===== src/rtl/lp_wake_pkg.sv =====
package lp_wake_pkg;
    localparam int NSRC   = 5;
    localparam int SRC_SW  = 0;
    localparam int SRC_CYC = 1;
    localparam int SRC_TMR = 2;
    localparam int SRC_CS  = 3;
    localparam int SRC_LIN = 4;

    localparam logic [1:0] LP_STOP  = 2'd1;
    localparam logic [1:0] LP_SLEEP = 2'd2;

    localparam logic [1:0] NX_NORMAL = 2'd0;
    localparam logic [1:0] NX_NREQ   = 2'd1;
    localparam logic [1:0] NX_RESET  = 2'd2;

    typedef struct packed {
        logic            done;
        logic            req;
        logic [1:0]      nxt;
        logic            irq;
        logic [NSRC-1:0] flags;
    } wake_st_t;
endpackage


===== src/rtl/lp_wake_gate.sv =====
module lp_wake_gate #(
    parameter int NSRC   = 5,
    parameter int CS_IDX = 3
) (
    input  logic            in_stop_i,
    input  logic            in_sleep_i,
    input  logic [NSRC-1:0] evt_i,
    input  logic [NSRC-1:0] en_i,
    output logic [NSRC-1:0] acc_o
);
    for (genvar i = 0; i < NSRC; i++) begin : g_src
        localparam bit SLEEP_OK = (i != CS_IDX);
        assign acc_o[i] = evt_i[i] & en_i[i] & (in_stop_i | (in_sleep_i & SLEEP_OK));
    end
endmodule


===== src/rtl/lp_wake_glitch.sv =====
module lp_wake_glitch #(
    parameter int FILT_LEN = 16
) (
    input  logic clk,
    input  logic rst_n,
    input  logic arm_i,
    input  logic pin_n_i,
    output logic fire_o
);
    localparam int CW = (FILT_LEN < 2) ? 1 : $clog2(FILT_LEN);
    localparam logic [CW-1:0] LAST = CW'(FILT_LEN - 1);

    logic [CW-1:0] cnt_d, cnt_q;

    always_comb begin
        fire_o = arm_i & ~pin_n_i & (cnt_q == LAST);
        if (!arm_i || pin_n_i || fire_o) begin
            cnt_d = '0;
        end else begin
            cnt_d = cnt_q + 1'b1;
        end
    end

    always_ff @(posedge clk or negedge rst_n) begin
        if (!rst_n) begin
            cnt_q <= '0;
        end else begin
            cnt_q <= cnt_d;
        end
    end
endmodule


===== src/rtl/lp_wake_ctrl.sv =====
module lp_wake_ctrl
    import lp_wake_pkg::*;
#(
    parameter int FILT_LEN = 16
) (
    input  logic            clk,
    input  logic            rst_n,
    input  logic [1:0]      lp_mode_i,
    input  logic [NSRC-1:0] evt_i,
    input  logic [NSRC-1:0] src_en_i,
    input  logic            rst_pin_n_i,
    input  logic            wd_off_i,
    input  logic            flag_rd_i,
    output logic            wake_req_o,
    output logic [1:0]      next_mode_o,
    output logic            irq_o,
    output logic [NSRC-1:0] wake_flags_o
);
    wake_st_t        st_d, st_q;
    logic            in_stop, in_sleep, armed;
    logic [NSRC-1:0] acc;
    logic            pin_wake;

    assign in_stop  = (lp_mode_i == LP_STOP);
    assign in_sleep = (lp_mode_i == LP_SLEEP);
    assign armed    = (in_stop | in_sleep) & ~st_q.done;

    lp_wake_gate #(.NSRC(NSRC), .CS_IDX(SRC_CS)) u_gate (
        .in_stop_i  (armed & in_stop),
        .in_sleep_i (armed & in_sleep),
        .evt_i      (evt_i),
        .en_i       (src_en_i),
        .acc_o      (acc)
    );

    lp_wake_glitch #(.FILT_LEN(FILT_LEN)) u_glitch (
        .clk     (clk),
        .rst_n   (rst_n),
        .arm_i   (armed & in_stop),
        .pin_n_i (rst_pin_n_i),
        .fire_o  (pin_wake)
    );

    always_comb begin
        logic any_src;
        logic any_wake;
        any_src  = |acc;
        any_wake = any_src | pin_wake;
        st_d     = st_q;

        st_d.req = any_wake;
        st_d.irq = any_src & in_stop;
        if (any_wake) begin
            if (in_sleep) begin
                st_d.nxt = NX_RESET;
            end else if (any_src || !wd_off_i) begin
                st_d.nxt = NX_NREQ;
            end else begin
                st_d.nxt = NX_NORMAL;
            end
        end

        st_d.done  = (in_stop | in_sleep) & (st_q.done | any_wake);
        st_d.flags = (flag_rd_i ? '0 : st_q.flags) | acc;
    end

    always_ff @(posedge clk or negedge rst_n) begin
        if (!rst_n) begin
            st_q <= '0;
        end else begin
            st_q <= st_d;
        end
    end

    assign wake_req_o   = st_q.req;
    assign next_mode_o  = st_q.nxt;
    assign irq_o        = st_q.irq;
    assign wake_flags_o = st_q.flags;
endmodule


===== config.mk =====
export PLATFORM = sky130hd
export DESIGN_NAME = lp_wake_ctrl
export DESIGN_NICKNAME = d
export VERILOG_FILES = /design/src/rtl/lp_wake_pkg.sv /design/src/rtl/lp_wake_gate.sv /design/src/rtl/lp_wake_glitch.sv /design/src/rtl/lp_wake_ctrl.sv
export SDC_FILE = /design/constraint.sdc
export NUM_CORES = 1
export LEC_CHECK = 0
export BUFFER_PORTS_ARGS = -buffer_cell sky130_fd_sc_hd__buf_2
export CAP_MARGIN = 0
export CORE_MARGIN = 8
export CORE_UTILIZATION = 28
export CTS_CLUSTER_DIAMETER = 30
export DETAILED_ROUTE_END_ITERATION = 12
export HOLD_SLACK_MARGIN = 0.05
export PLACE_DENSITY = 0.52
export SLEW_MARGIN = 5
export SYNTH_ARGS = -nofsm -noshare
export SYNTH_HDL_FRONTEND = slang
export SYNTH_SLANG_ARGS = --single-unit

===== constraint.sdc =====
create_clock -name clk -period 2.6 [get_ports clk]
set_input_delay 0.13 -clock clk [delete_from_list [all_inputs] [get_ports clk]]
set_output_delay 0.13 -clock clk [all_outputs]
set_load 0.05 [all_outputs]

==> results of run 1 <==
[worst min-delay path, stage by stage]
cell,delay [ps]
buf_2,100
nand2_1,60
o22ai_1,60
[power groups by stage]
stage               Combinational, mW  Clock (mW)  Sequential [mW]
detailed placement              0.154           0            0.253
finish                          0.153       0.119            0.249
CTS                             0.155       0.130            0.249
global placement                0.153           0            0.253
floorplan                       0.123           0            0.261
global route                    0.165       0.136            0.252
[synthesized netlist by cell type]
cell type	count	share of area, %
ha_1	3	5.2
dfrtp_1	14	49
buf_4	7	7.3
nand4_4	1	3.0
nand2_1	5	2.6
inv_1	8	4.2
xor2_1	2	2.4
and2_1	1	0.87
o21ai_4	1	2.3
nor2b_4	1	1.9
nor3b_4	1	2.6
and2b_2	1	1.2
nor3_1	1	0.69
o22ai_1	4	3.5
nand4_1	1	0.87
nand2_2	1	0.87
o21ai_0	2	1.4
nand3_1	2	1.4
nor2_1	2	1.0
and4_1	1	1.2
o21a_4	1	2.1
mux2_4	1	2.1
and3_1	1	0.87
a31oi_1	2	1.7
[logic make-up (layout without fill, tap and decap cells)]
family,count (synthesis),count (layout)
adders and majority gates,3,3
muxes,1,1
xor gates and xnor gates,2,2
AOI/OAI and AO/OA,10,10
buffers and inverters,15,37
and+or+nand+nor,19,19
DFF,14,14
[layout make-up]
type	instances	area, um2	area share (%)
sequential	14	350	40.6
multi-input combinational	35	287	33.2
timing repair buffer	26	135	15.7
tap	30	37.5	4.35
inverter	8	30.0	3.48
clock buffer	3	22.5	2.61
[worst min-delay path by stage]
| stage | cells after the start | startpoint | slack (ps) | to |
|---|---|---|---|---|
| after floorplan | 0 | rst_n | -170 | irq_o$_DFF_PN0_ |
| after global placement | 1 | rst_n | 50 | wake_flags_o[4]$_DFF_PN0_ |
| after detailed placement | 1 | rst_n | 50 | wake_flags_o[4]$_DFF_PN0_ |
| after CTS | 2 | flag_rd_i | 100 | wake_flags_o[0]$_DFF_PN0_ |
| after global routing | 3 | src_en_i[1] | 100 | wake_flags_o[1]$_DFF_PN0_ |
| final | 3 | src_en_i[1] | 120 | wake_flags_o[1]$_DFF_PN0_ |
[through the flow]
| stage | instance area, um2 | std cells | hold slack [ps] | utilization [%] |
|---|---|---|---|---|
| 2_1_floorplan | 719 | 64 | -166 | - |
| 3_3_place_gp | 830 | 112 | 45.3 | 33.8 |
| 3_5_place_dp | 830 | 112 | 46.3 | 33.8 |
| 4_1_cts | 862 | 116 | 99.2 | 35.1 |
| 5_1_grt | 862 | 116 | 99.9 | 35.1 |
| 6_report | 862 | 116 | 115 | 35.1 |
[routing by layer]
| layer | share of wire (%) | vias to the layer above |
|---|---|---|
| met3 | 5.1 | 2 |
| met2 | 50 | 12 |
| met4 | 0.75 | 0 |
| met5 | 0 | - |
| li1 | - | 253 |
| met1 | 44 | 251 |
[state kept, by name, indices dropped and copies added, names as in the netlist]
signal          flops
wake_req_o          1
wake_flags_o        5
u_glitch.cnt_q      4
next_mode_o         2
irq_o               1
st_q                1
[what timing repair did]
item	in CTS	in global routing
endpoints found under the hold margin	14	0
resized for setup	0	0
hold buffers	1	0
[layout by cell type (no fill, tap or decap), drive strengths merged]
master and n:
nand3 2, nor3 1, dlygate4sd3 1, clkbuf 3
o21a 1, nor2 2, dfrtp 14, xor2 2
nor2b 1, and4 1, buf 25, a31oi 2
and2b 1, inv 8, ha 3, nand2 6
nor3b 1, and2 1, and3 1, mux2 1
o21ai 3, nand4 2, o22ai 4
==> flow_summary.json, run 1 <==
{
  "yosys_warnings": 0,
  "slowest_stage": "dfrtp_1",
  "synth_mux_area_share_pct": 2.09,
  "pwr-share-seq_pct": 47.7,
  "status": "finished clean",
  "p_sw_mw": 0.182,
  "timing.setup.tns_ps": 0,
  "antenna_cells": 0,
  "cts_sinks": 14,
  "tightestPinTransition_ps": 319,
  "critPathCaptureType": "flop",
  "routedWlPerCell_um": 12.6,
  "p_clk_share_pct": 22.9,
  "synth_xor_area_share_pct": 2.43,
  "grt_max_degree": 15,
  "finalWeightedCongestion": 0.690,
  "syn_area_um2": 719,
  "path_buf_inv": 1,
  "grt_util_met1_pct": 8.14,
  "cpPeakStageDelay_ps": 410,
  "post_cts_buffers": 0,
  "grtUsageMet2_pct": 11.7,
  "grt_pass1_vias": 571,
  "grt_pass1_wl_mm": 2.47,
  "drc": 0,
  "htree_levels": 1,
  "io_pins": 26,
  "grt-busiest-layer": "met2",
  "p_total_mw": 0.521,
  "rr_worst_depth": 5,
  "core_area_um2": 2450,
  "ir_worst_vdd_mv": 0.360,
  "synthAdderAreaFrac_pct": 5.22,
  "crit_path_start": "st_q[9]$_DFF_PN0_",
  "slew_headroom_pct": 78.7,
  "drt_iter0_drc": 17,
  "cts_made_buffers": 3,
  "detail-route-antenna-nets": 0,
  "cp_max_fo": 5,
  "comb_power_share_pct": 29.4,
  "timing.fmax_ghz": 0.728,
  "clock_latency_ps": 270,
  "nFillCells": 268,
  "fin_ws_ps": 1230,
  "path_clk_slew_ps": 80,
  "yosysUniqueCellTypes": 24,
  "timing.rr.end": "next_mode_o[1]$_DFFE_PN0P_",
  "endpoint": "next_mode_o[1]$_DFFE_PN0P_",
  "fp-row-count": 18,
  "nets": 108,
  "setup_viol": 0,
  "root_buffer": "clkbuf_4",
  "firstDrtPassIters": 3,
  "dieWidth_um": 66.7,
  "cp_top_family": "flip-flops",
  "yosys.area_share.simple_pct": 19.1,
  "syn_nets": 84,
  "cp.depth": 5,
  "rsz0062_at_grt": "no",
  "swShare_pct": 34.9,
  "via_count": 518,
  "wirelength_mm": 1.46,
  "internal_power_mw": 0.340,
  "min_period_ps": 1370,
  "crit_type": "reg2reg",
  "dieArea_um2": 4450,
  "io_buffers": 25,
  "antenna_found_initial": 0,
  "avgSynthCellArea_um2": 11.2,
  "power.density_nw_per_um2": 605,
  "track_usage_pct": 7.32,
  "crit_chain": "inv_1 -> o21ai_4 -> o21a_4 -> nand2_2 -> mux2_4",
  "hold_viol": 0,
  "power_leakage_nw": 0.464,
  "synth_compound_area_share_pct": 11.0,
  "r2r_slack_ps": 1230,
  "overflow": 0,
  "skew_ps": 0.578,
  "clk_path_buf_depth": 2,
  "maxCapViolations": 0,
  "place_hpwl_mm": 1.20,
  "post_route_cells_drive_above_1_share_pct": 41.9,
  "synth_top_family_by_area": "simple AND/OR/NAND/NOR gates",
  "syn_inst": 64,
  "met3_usage_pct": 3.86,
  "die_h_um": 66.7,
  "pre_cts_ws_ps": 1050,
  "post-route-period-util_pct": 52.8,
  "r2r_start": "st_q[9]$_DFF_PN0_",
  "worstPathRequired_ps": 2770,
  "cts_tree": "yes",
  "hp-class": "in2reg",
  "initial_utilization_pct": 29.3,
  "ys_seq_elements": 14,
  "area_delta_synth_final_pct": 19.8,
  "cp.arrival_ps": 1540,
  "critPathLaunchType": "flop",
  "ys_seq_area_share_pct": 48.7,
  "maxSlewViolCount": 0,
  "viasPerCell": 4.47
}
No activity file was read; power rests on OpenSTA's default activity.
==> run 2, diff against run 1 <==
==> constraint.sdc (replaced) <==
create_clock -name clk -period 1.4 [get_ports clk]
set_input_delay 0.07 -clock clk [delete_from_list [all_inputs] [get_ports clk]]
set_output_delay 0.07 -clock clk [all_outputs]
set_load 0.05 [all_outputs]
==> run 2 against run 1 <==
  * Clock power increased by 150%
  * First-iteration DRC count fell by 41%
  * Routed wire length is 10% higher
  * Power increased by 110%
  * Sequential share of layout area shrank 5.3 points
  * Hold slack lost 54 ps
  * Clock-buffer cell count grew 1
  * Register-to-register slack got worse by 1200 ps
  * Die area unchanged
  * Core utilization grew 5.2 points
  * Global-route usage is 0.86 points higher
  * Sequential power grew 86%
  * Highest routed layer is now met3
==> flow_summary.json, run 2 (same netlist as run 1, synthesis figures left out) <==
{
  "status": "finished clean",
  "skew_ps": 1.36,
  "grt_max_degree": 15,
  "crit_type": "in2reg",
  "io_buffers": 25,
  "wirelength_mm": 1.61,
  "fp-row-count": 18,
  "finalWeightedCongestion": 0.683,
  "met3_length_um": 91,
  "slew_headroom_pct": 78.2,
  "critPathCaptureType": "flop",
  "slowest_stage": "dlygate4sd3_1",
  "overflow": 0,
  "nets": 121,
  "timing.fmax_ghz": 0.728,
  "highest_layer": "met3",
  "post_route_cells_drive_above_1_share_pct": 44.0,
  "track_usage_pct": 8.18,
  "min_path_cells": 3,
  "cts_tree": "yes",
  "drc": 0,
  "path_buf_inv": 2,
  "min_period_ps": 1370,
  "layout_commonest_cell": "buf_2",
  "routedWlPerCell_um": 12.3,
  "firstDrtPassIters": 4,
  "via_count": 544,
  "drt_iter0_drc": 10,
  "hold_viol": 0,
  "path_clk_slew_ps": 90,
  "mostFrequentLayoutCells": "buf_2 (25), dfrtp_1 (14), dlygate4sd3_1 (8)",
  "tightestPinTransition_ps": 327,
  "detail-route-antenna-nets": 0,
  "ir_worst_vdd_mv": 0.725,
  "viasPerCell": 4.18,
  "root_buffer": "clkbuf_4",
  "clk_path_buf_depth": 2,
  "post-route-period-util_pct": 98.1,
  "cp_max_fo": 4,
  "cp_top_family": "buffers and inverters",
  "dieArea_um2": 4450,
  "cp.arrival_ps": 1540,
  "hp-class": "in2reg",
  "power.density_nw_per_um2": 1080,
  "cts_made_buffers": 3,
  "critPathLaunchType": "input port",
  "maxSlewViolCount": 0,
  "die_h_um": 66.7,
  "place_hpwl_mm": 1.24,
  "cpPeakStageDelay_ps": 520,
  "core_area_um2": 2450,
  "dieWidth_um": 66.7,
  "instances_no_fill": 130,
  "r2r_slack_ps": 60,
  "rr_worst_depth": 5,
  "cp.depth": 7,
  "area_delta_synth_final_pct": 37.7,
  "grt_pass1_vias": 611,
  "rsz0062_at_grt": "no",
  "htree_levels": 1,
  "clock_latency_ps": 280,
  "initial_utilization_pct": 29.3,
  "grt_pass1_wl_mm": 2.78,
  "antenna_found_initial": 0,
  "final_util_pct": 40.4,
  "dp_cells": 117,
  "worstPathRequired_ps": 1570,
  "antenna_cells": 0,
  "maxCapViolations": 0,
  "routed-wl-met2_um": 826,
  "setup_viol": 0,
  "largest_register_ff_count": 5,
  "drt-met1-wl_um": 686,
  "io_pins": 26,
  "crit_chain": "dlygate4sd3_1 -> buf_2 -> nand2_1 -> and4_1 -> o21a_4 -> nand2_2 -> mux2_4",
  "cts_sinks": 14,
  "power_leakage_nw": 0.525
}
-- run 2: changes by cell type in the layout (fill, tap and decap cells not counted), sizes merged --
| cell | previous run | this run |
|---|---|---|
| buf | 25 | 31 |
| clkbuf | 3 | 4 |
| dlygate4sd3 | 1 | 8 |
-- run 2: repair_timing --
item                                   4_1_cts  5_1_grt
setup buffers                                0        1
setup endpoints to repair                    0        1
gates resized for setup                      0        1
endpoints found under the hold margin       18        0
hold buffers                                 8        0
-- run 2: through the flow --
| stage | hold WS, ps | power (mW) | setup slack [ps] | cell area [um2] | setup TNS (ps) |
|---|---|---|---|---|---|
| after global placement | -14.5 | 0.769 | -26.9 | 867 | -26.9 |
| after CTS | 51.0 | 1.09 | 34.0 | 983 | 0 |
| after detailed placement | -9.76 | 0.774 | -55.2 | 867 | -55.2 |
| after global routing | 68.9 | 1.14 | 0.305 | 991 | 0 |
| after floorplan | -226 | 0.712 | 73.4 | 719 | 0 |
| final | 61.0 | 1.07 | 27.3 | 991 | 0 |
-- run 2: worst min-delay path: stages --
cell     delay, ps
buf_2           90
nand2_1         60
o22ai_1         70
-- run 2: final timing paths --
path,from,to
min in group asynchronous,rst_n,wake_flags_o[0]$_DFF_PN0_
worst min-delay path,src_en_i[2],wake_flags_o[2]$_DFF_PN0_
worst max register to register,st_q[9]$_DFF_PN0_,next_mode_o[1]$_DFFE_PN0P_
worst min register to register,u_glitch.cnt_q[0]$_DFF_PN0_,u_glitch.cnt_q[0]$_DFF_PN0_
worst max-delay path,src_en_i[4],next_mode_o[1]$_DFFE_PN0P_
max in group asynchronous,rst_n,u_glitch.cnt_q[3]$_DFF_PN0_
-- run 2: routing by layer --
metal  up-vias  GRT usage, %
li1        282             -
met1       253          9.02
met2         9          13.4
met3         0          3.69
met4         0          3.20
met5         -             0
-- run 2: layout make-up --
class                   instances  area [um2]
multi-input cells              35         287
repair buffers                 39         250
well taps                      30        37.5
flip-flops and latches         14         350
inverters                       8        30.0
clock buffers                   4        36.3
fillers                       246        1460
-- run 2: report_power, final --
part / leakage (nW) / internal (mW) / total [mW] / switching, mW
Sequential: 0.187 / 0.442 / 0.463 / 0.0208
Combinational: 0.317 / 0.116 / 0.317 / 0.201
Clock: 0.0210 / 0.158 / 0.292 / 0.134
Total: 0.525 / 0.716 / 1.07 / 0.356
